## src/rtl/cfd_pkg.sv

```systemverilog
package cfd_pkg;

  typedef struct packed {
    logic       hit;
    logic [1:0] chan;
    logic [1:0] state;
  } cfd_cmd_t;

  localparam logic [7:0] INV_MASK = 8'hFF;

  function automatic cfd_cmd_t cfd_lookup_code(input logic [7:0] code);
    cfd_cmd_t r;
    r = '0;
    unique case (code)
      8'h31:   begin r.hit = 1'b1; r.chan = 2'd0; r.state = 2'd2; end
      8'h30:   begin r.hit = 1'b1; r.chan = 2'd1; r.state = 2'd1; end
      8'h11:   begin r.hit = 1'b1; r.chan = 2'd2; r.state = 2'd2; end
      8'h10:   begin r.hit = 1'b1; r.chan = 2'd3; r.state = 2'd1; end
      default: r = '0;
    endcase
    return r;
  endfunction

endpackage

```

## src/rtl/cfd_assembler.sv

```systemverilog
module cfd_assembler #(
  parameter int TIMEOUT_CYC = 16,
  parameter int FRAME_LEN   = 4
) (
  input  logic       clk,
  input  logic       rst_n,
  input  logic       rx_valid,
  input  logic [7:0] rx_data,
  output logic       frame_done,
  output logic [7:0] code,
  output logic [7:0] code_inv
);
  localparam int IDX_W  = $clog2(FRAME_LEN);
  localparam int IDLE_W = $clog2(TIMEOUT_CYC + 1);
  localparam logic [IDX_W-1:0]  LAST_IDX = IDX_W'(FRAME_LEN - 1);
  localparam logic [IDLE_W-1:0] IDLE_LIM = IDLE_W'(TIMEOUT_CYC - 1);

  logic [IDX_W-1:0]  idx_q, idx_d;
  logic [IDLE_W-1:0] idle_q, idle_d;
  logic [7:0]        code_q, inv_q;
  logic              code_en, inv_en;

  // next-state
  always_comb begin
    idx_d  = idx_q;
    idle_d = idle_q;
    if (rx_valid) begin
      idx_d  = (idx_q == LAST_IDX) ? '0 : idx_q + 1'b1;
      idle_d = '0;
    end else if (idx_q != '0) begin
      if (idle_q == IDLE_LIM) begin
        idx_d  = '0;
        idle_d = '0;
      end else begin
        idle_d = idle_q + 1'b1;
      end
    end
  end

  assign code_en    = rx_valid && (idx_q == IDX_W'(0));
  assign inv_en     = rx_valid && (idx_q == IDX_W'(1));
  assign frame_done = rx_valid && (idx_q == LAST_IDX);
  assign code       = code_q;
  assign code_inv   = inv_q;

  // registers
  always_ff @(posedge clk or negedge rst_n) begin
    if (!rst_n) begin
      idx_q  <= '0;
      idle_q <= '0;
    end else begin
      idx_q  <= idx_d;
      idle_q <= idle_d;
    end
  end

  always_ff @(posedge clk or negedge rst_n) begin
    if (!rst_n) begin
      code_q <= '0;
      inv_q  <= '0;
    end else begin
      if (code_en) code_q <= rx_data;
      if (inv_en)  inv_q  <= rx_data;
    end
  end

  // every byte moves the position by one, wrapping after the last
  a_r6_idx_advance: assert property (@(posedge clk) disable iff (!rst_n)
    rx_valid |=> (idx_q == (($past(idx_q) == LAST_IDX) ? '0 : $past(idx_q) + 1'b1)));

  // a stall of the full limit always returns to byte 0
  a_r8_stall_drop: assert property (@(posedge clk) disable iff (!rst_n)
    (!rx_valid && idx_q != '0 && idle_q == IDLE_LIM) |=> (idx_q == '0));

endmodule

```

## src/rtl/cfd_reject_counter.sv

```systemverilog
module cfd_reject_counter #(
  parameter int CNT_W = 8
) (
  input  logic             clk,
  input  logic             rst_n,
  input  logic             inc,
  output logic [CNT_W-1:0] count
);
  localparam logic [CNT_W-1:0] CNT_MAX = '1;

  logic [CNT_W-1:0] cnt_q, cnt_d;
  logic             cnt_en;

  assign cnt_en = inc && (cnt_q != CNT_MAX);

  always_comb begin
    cnt_d = cnt_q;
    if (cnt_en) cnt_d = cnt_q + 1'b1;
  end

  always_ff @(posedge clk or negedge rst_n) begin
    if (!rst_n) cnt_q <= '0;
    else        cnt_q <= cnt_d;
  end

  assign count = cnt_q;

  // saturates at the ceiling
  a_r7_saturate: assert property (@(posedge clk) disable iff (!rst_n)
    (cnt_q == CNT_MAX) |=> (cnt_q == CNT_MAX));

  // only ever steps by one
  a_r7_step: assert property (@(posedge clk) disable iff (!rst_n)
    (cnt_q != $past(cnt_q)) |-> (cnt_q == $past(cnt_q) + 1'b1));

endmodule

```

## src/rtl/cmd_frame_decoder.sv

```systemverilog
module cmd_frame_decoder #(
  parameter int CNT_W       = 8,
  parameter int TIMEOUT_CYC = 16
) (
  input  logic             clk,
  input  logic             rst_n,
  input  logic             rx_valid,
  input  logic [7:0]       rx_data,
  output logic             wr_valid,
  output logic [1:0]       wr_chan,
  output logic [1:0]       wr_state,
  output logic [CNT_W-1:0] reject_count
);
  import cfd_pkg::*;

  logic       frame_done;
  logic [7:0] code, code_inv;
  cfd_cmd_t   cmd;
  logic       inv_ok, accept, reject;

  logic       wv_q, wv_d;
  logic [1:0] ch_q, st_q;

  cfd_assembler #(.TIMEOUT_CYC(TIMEOUT_CYC), .FRAME_LEN(4)) u_asm (
    .clk        (clk),
    .rst_n      (rst_n),
    .rx_valid   (rx_valid),
    .rx_data    (rx_data),
    .frame_done (frame_done),
    .code       (code),
    .code_inv   (code_inv)
  );

  assign cmd    = cfd_lookup_code(code);
  assign inv_ok = ((code ^ code_inv) == INV_MASK);
  assign accept = frame_done && inv_ok && cmd.hit;
  assign reject = frame_done && !inv_ok;

  cfd_reject_counter #(.CNT_W(CNT_W)) u_rej (
    .clk   (clk),
    .rst_n (rst_n),
    .inc   (reject),
    .count (reject_count)
  );

  always_comb wv_d = accept;

  always_ff @(posedge clk or negedge rst_n) begin
    if (!rst_n) begin
      wv_q <= 1'b0;
      ch_q <= '0;
      st_q <= '0;
    end else begin
      wv_q <= wv_d;
      if (accept) begin
        ch_q <= cmd.chan;
        st_q <= cmd.state;
      end
    end
  end

  assign wr_valid = wv_q;
  assign wr_chan  = ch_q;
  assign wr_state = st_q;

  // request lasts one cycle
  a_r4_single_cycle: assert property (@(posedge clk) disable iff (!rst_n)
    wr_valid |=> !wr_valid);

  // a request follows a cycle carrying a byte
  a_r2_after_byte: assert property (@(posedge clk) disable iff (!rst_n)
    wr_valid |-> $past(rx_valid));

  // channel and state hold when no request is issued
  a_r4_hold: assert property (@(posedge clk) disable iff (!rst_n)
    !wr_valid |-> ($stable(wr_chan) && $stable(wr_state)));

endmodule

```

## config.mk

```make
export PLATFORM = sky130hd
export DESIGN_NAME = cmd_frame_decoder
export DESIGN_NICKNAME = d
export VERILOG_FILES = /design/src/rtl/cfd_pkg.sv /design/src/rtl/cfd_assembler.sv /design/src/rtl/cfd_reject_counter.sv /design/src/rtl/cmd_frame_decoder.sv
export SDC_FILE = /design/constraint.sdc
export NUM_CORES = 1
export LEC_CHECK = 0
export CORE_ASPECT_RATIO = 0.8
export CORE_MARGIN = 5
export CORE_UTILIZATION = 30
export DETAILED_ROUTE_END_ITERATION = 7
export DONT_BUFFER_PORTS = 1
export PLACE_DENSITY_LB_ADDON = 0.1
export SYNTH_ARGS = -nofsm -noshare
export SYNTH_HDL_FRONTEND = slang
export SYNTH_SLANG_ARGS = --single-unit
export TNS_END_PERCENT = 20
```

## constraint.sdc

```tcl
create_clock -name clk -period 2.8 [get_ports clk]
set_clock_uncertainty 0.2 [all_clocks]
set_input_delay 0.56 -clock clk [delete_from_list [all_inputs] [get_ports clk]]
set_output_delay 0.56 -clock clk [all_outputs]
set_load 0.02 [all_outputs]
```

==> metrics.cfg <==
[finish]
syn2layout_area_growth_pct = 11.5
mostFrequentLayoutCells = 35 x dfrtp_1, 16 x mux2_2, 11 x xor2_1, 11 x nand2_1, 7 x clkbuf_8
antennaDiodeCount = 0
fin_util_pct = 34.1
mostFrequentLayoutCell = dfrtp_1
drive_above_1_share_pct = 17.5
nets = 158

[floorplan]
initial_core_util_pct = 30.6
die_x_um = 92.8
num_rows = 24
fp.coreArea_sq_um = 5380
top_level_ports = 24
die-area_sq_um = 7080
die_h_um = 76.2

[placement]
dp_hpwl_um = 2180
dp_slack_ns = 0.858
io_buffers = 0
gp_congestion = 0.808

[logic_synthesis]
yosys_warnings = 0
netlist_instances = 137
postSynthAreaPerCell_sq_um = 12.0
yosysSeqAreaShare_pct = 53.2
ys_ff_latch = 35
syn-cell-area_sq_um = 1650
synth_nets = 153
synth.distinct_cells = 29

[timing]
slew-limit-headroom_pct = 69.8
fin_crit_ns = 1.94
rsz0062_at_grt = false
finalWorstSetupSlack_ns = 0.862
finalSetupViolCount = 0
tightest_slew_ns = 0.447
fin_crit_sh_pct = 69.2
maxClockFrequency_mhz = 516
report.final.slew_viol_count = 0
tns_ns = 0
hold_viol = 0

[clock_network]
clk_latency_ns = 0.28
cts_tree = built
path_clk_slew_ns = 0.07
cts-buffers-inserted = 5
htree_num_levels = 2
clkSinkCount = 35
cts_resized = 0
cts.path.max_buffers = 2
root_buffer = clkbuf_8

[global_route]
antenna_found_initial = 0
grt_max_degree = 36
grt_use_total_pct = 9.74
grt_pass1_wl_um = 5290
overflow = 0
grt_pass1_vias = 1018

[critical_path]
crit_family = simple AND/OR/NAND/NOR gates
crit_slowest_cell = dfrtp_1
required_ns = 2.77
worst-path-max-fanout = 8
rr_startpoint = u_asm.code[0]
reg2regPathDepth = 5
critical_path_buf_inv_count = 0
endpoint = wr_state[1]
cp.arrival_ns = 1.91
startpoint = u_asm.code[0]
worstSetupStartpointType = flip-flop
cp.depth = 5
path_cells = xor2_1 > nand4_1 > nor2_4 > and3_1 > mux2_1
rr_endpoint = wr_state[1]
r2r_slack_ns = 0.86
max_stage_delay_ns = 0.42
cp-end-kind = flip-flop
crit_type = reg -> reg

[pwr]
vdd_drop_max_uv = 271
power.density_nw_per_um2 = 857
p_leak_nw = 0.806

[run_status]
status = completed

[drt]
dr.pass1.iters = 4
vias_per_cell = 4.79
wirelength_um = 3070
antenna_left = 0
route.detailed.drc = 0
wire_per_inst_um = 14.8
drt_iter0_markers = 22
dr_total_vias = 996

[flow_run]
cap_violations = 0

[min_path]
hold_class = in -> reg

[worst min path at each step]
| stage | from | end | depth (start not counted) |
|---|---|---|---|
| 5_1_grt | rx_valid | u_asm.idle_q[0] | 1 |
| 2_1_floorplan | rst_n | u_asm.code[0] | 0 |
| 3_5_place_dp | rst_n | wr_chan[1] | 0 |
| 6_report | rx_valid | u_asm.idle_q[2] | 1 |
| 4_1_cts | rx_valid | u_asm.idle_q[3] | 1 |
| 3_3_place_gp | rst_n | wr_state[1] | 0 |
[metrics by stage]
step	cell area, sq um	power (mW)	hold WS (ns)	std cells
final	1830	1.57	0.141	208
after global routing	1830	1.68	0.120	208
after CTS	1830	1.60	0.117	208
after detailed placement	1700	1.17	0.0655	198
after global placement	1700	1.16	0.0653	198
after floorplan	1650	1.08	0.0644	137
[logic make-up (layout without fill, tap and decap cells)]
logic type | Yosys count | in the layout | synth area share, %
flops | 35 | 35 | 53.2
fa+ha+maj | 5 | 5 | 3.80
buf+inv | 10 | 16 | 2.74
simple gates | 42 | 42 | 13.8
mux | 26 | 26 | 17.5
xor+xnor | 12 | 12 | 6.39
compound gates | 7 | 7 | 2.51
[routing by layer]
| layer | track usage (%) | share of wire, % | up-vias |
|---|---|---|---|
| li1 | - | - | 488 |
| met1 | 13.1 | 47 | 480 |
| met2 | 12.8 | 44 | 23 |
| met3 | 4.44 | 7.2 | 5 |
| met4 | 5.27 | 1.8 | 0 |
| met5 | 0 | 0 | - |
[Yosys cell counts]
cell type  count  area [sq um]
nand2b_1       2          12.5
a311oi_1       1          8.76
and4_1         1          8.76
nand3_1        4          20.0
nand4_1        4          25.0
a21o_1         1          7.51
and2_1         1          6.26
buf_4          2          15.0
inv_1          6          22.5
nor2b_1        1          6.26
nor2_4         1          11.3
o21ai_0        3          15.0
and3_1         1          6.26
ha_1           5          62.6
mux2_1         6          67.6
nor4b_1        3          26.3
nor2_1         6          22.5
nor3_1         3          15.0
nor4_1         2          12.5
clkbuf_1       2          7.51
nor3b_1        1          7.51
xor2_1        11          96.3
mux2i_1        4          40.0
xnor2_1        1          8.76
or3_1          1          6.26
mux2_2        16           180
nand2_1       11          41.3
dfrtp_1       35           876
a21oi_1        2          10.0
[final cells by class]
cell class              count  area [sq um]
clock buffers               8           100
multi-input cells          92           724
inverters                   6          22.5
repair buffers              2          30.0
fillers                   543          3540
well taps                  65          81.3
flip-flops and latches     35           876
[flip-flops by register name, summed over array words and instances (netlist names)]
name and cells:
u_asm.code 8, wr_chan 2, u_asm.idle_q 5, u_asm.idx_q 2
wr_valid 1, wr_state 1, u_rej.count 8, u_asm.code_inv 8
[timing repair]
item	CTS	global route
endpoints found under the hold margin	35	0
setup buffers	0	0
hold buffers	2	0
[report_power, final]
part / leakage [nW] / switching [mW] / internal [mW] / total (mW)
clock network: 0.0515 / 0.176 / 0.225 / 0.401
registers: 0.430 / 0.178 / 0.651 / 0.829
logic: 0.324 / 0.151 / 0.190 / 0.342
total: 0.806 / 0.506 / 1.07 / 1.57
No activity file was read; power rests on OpenSTA's default activity.
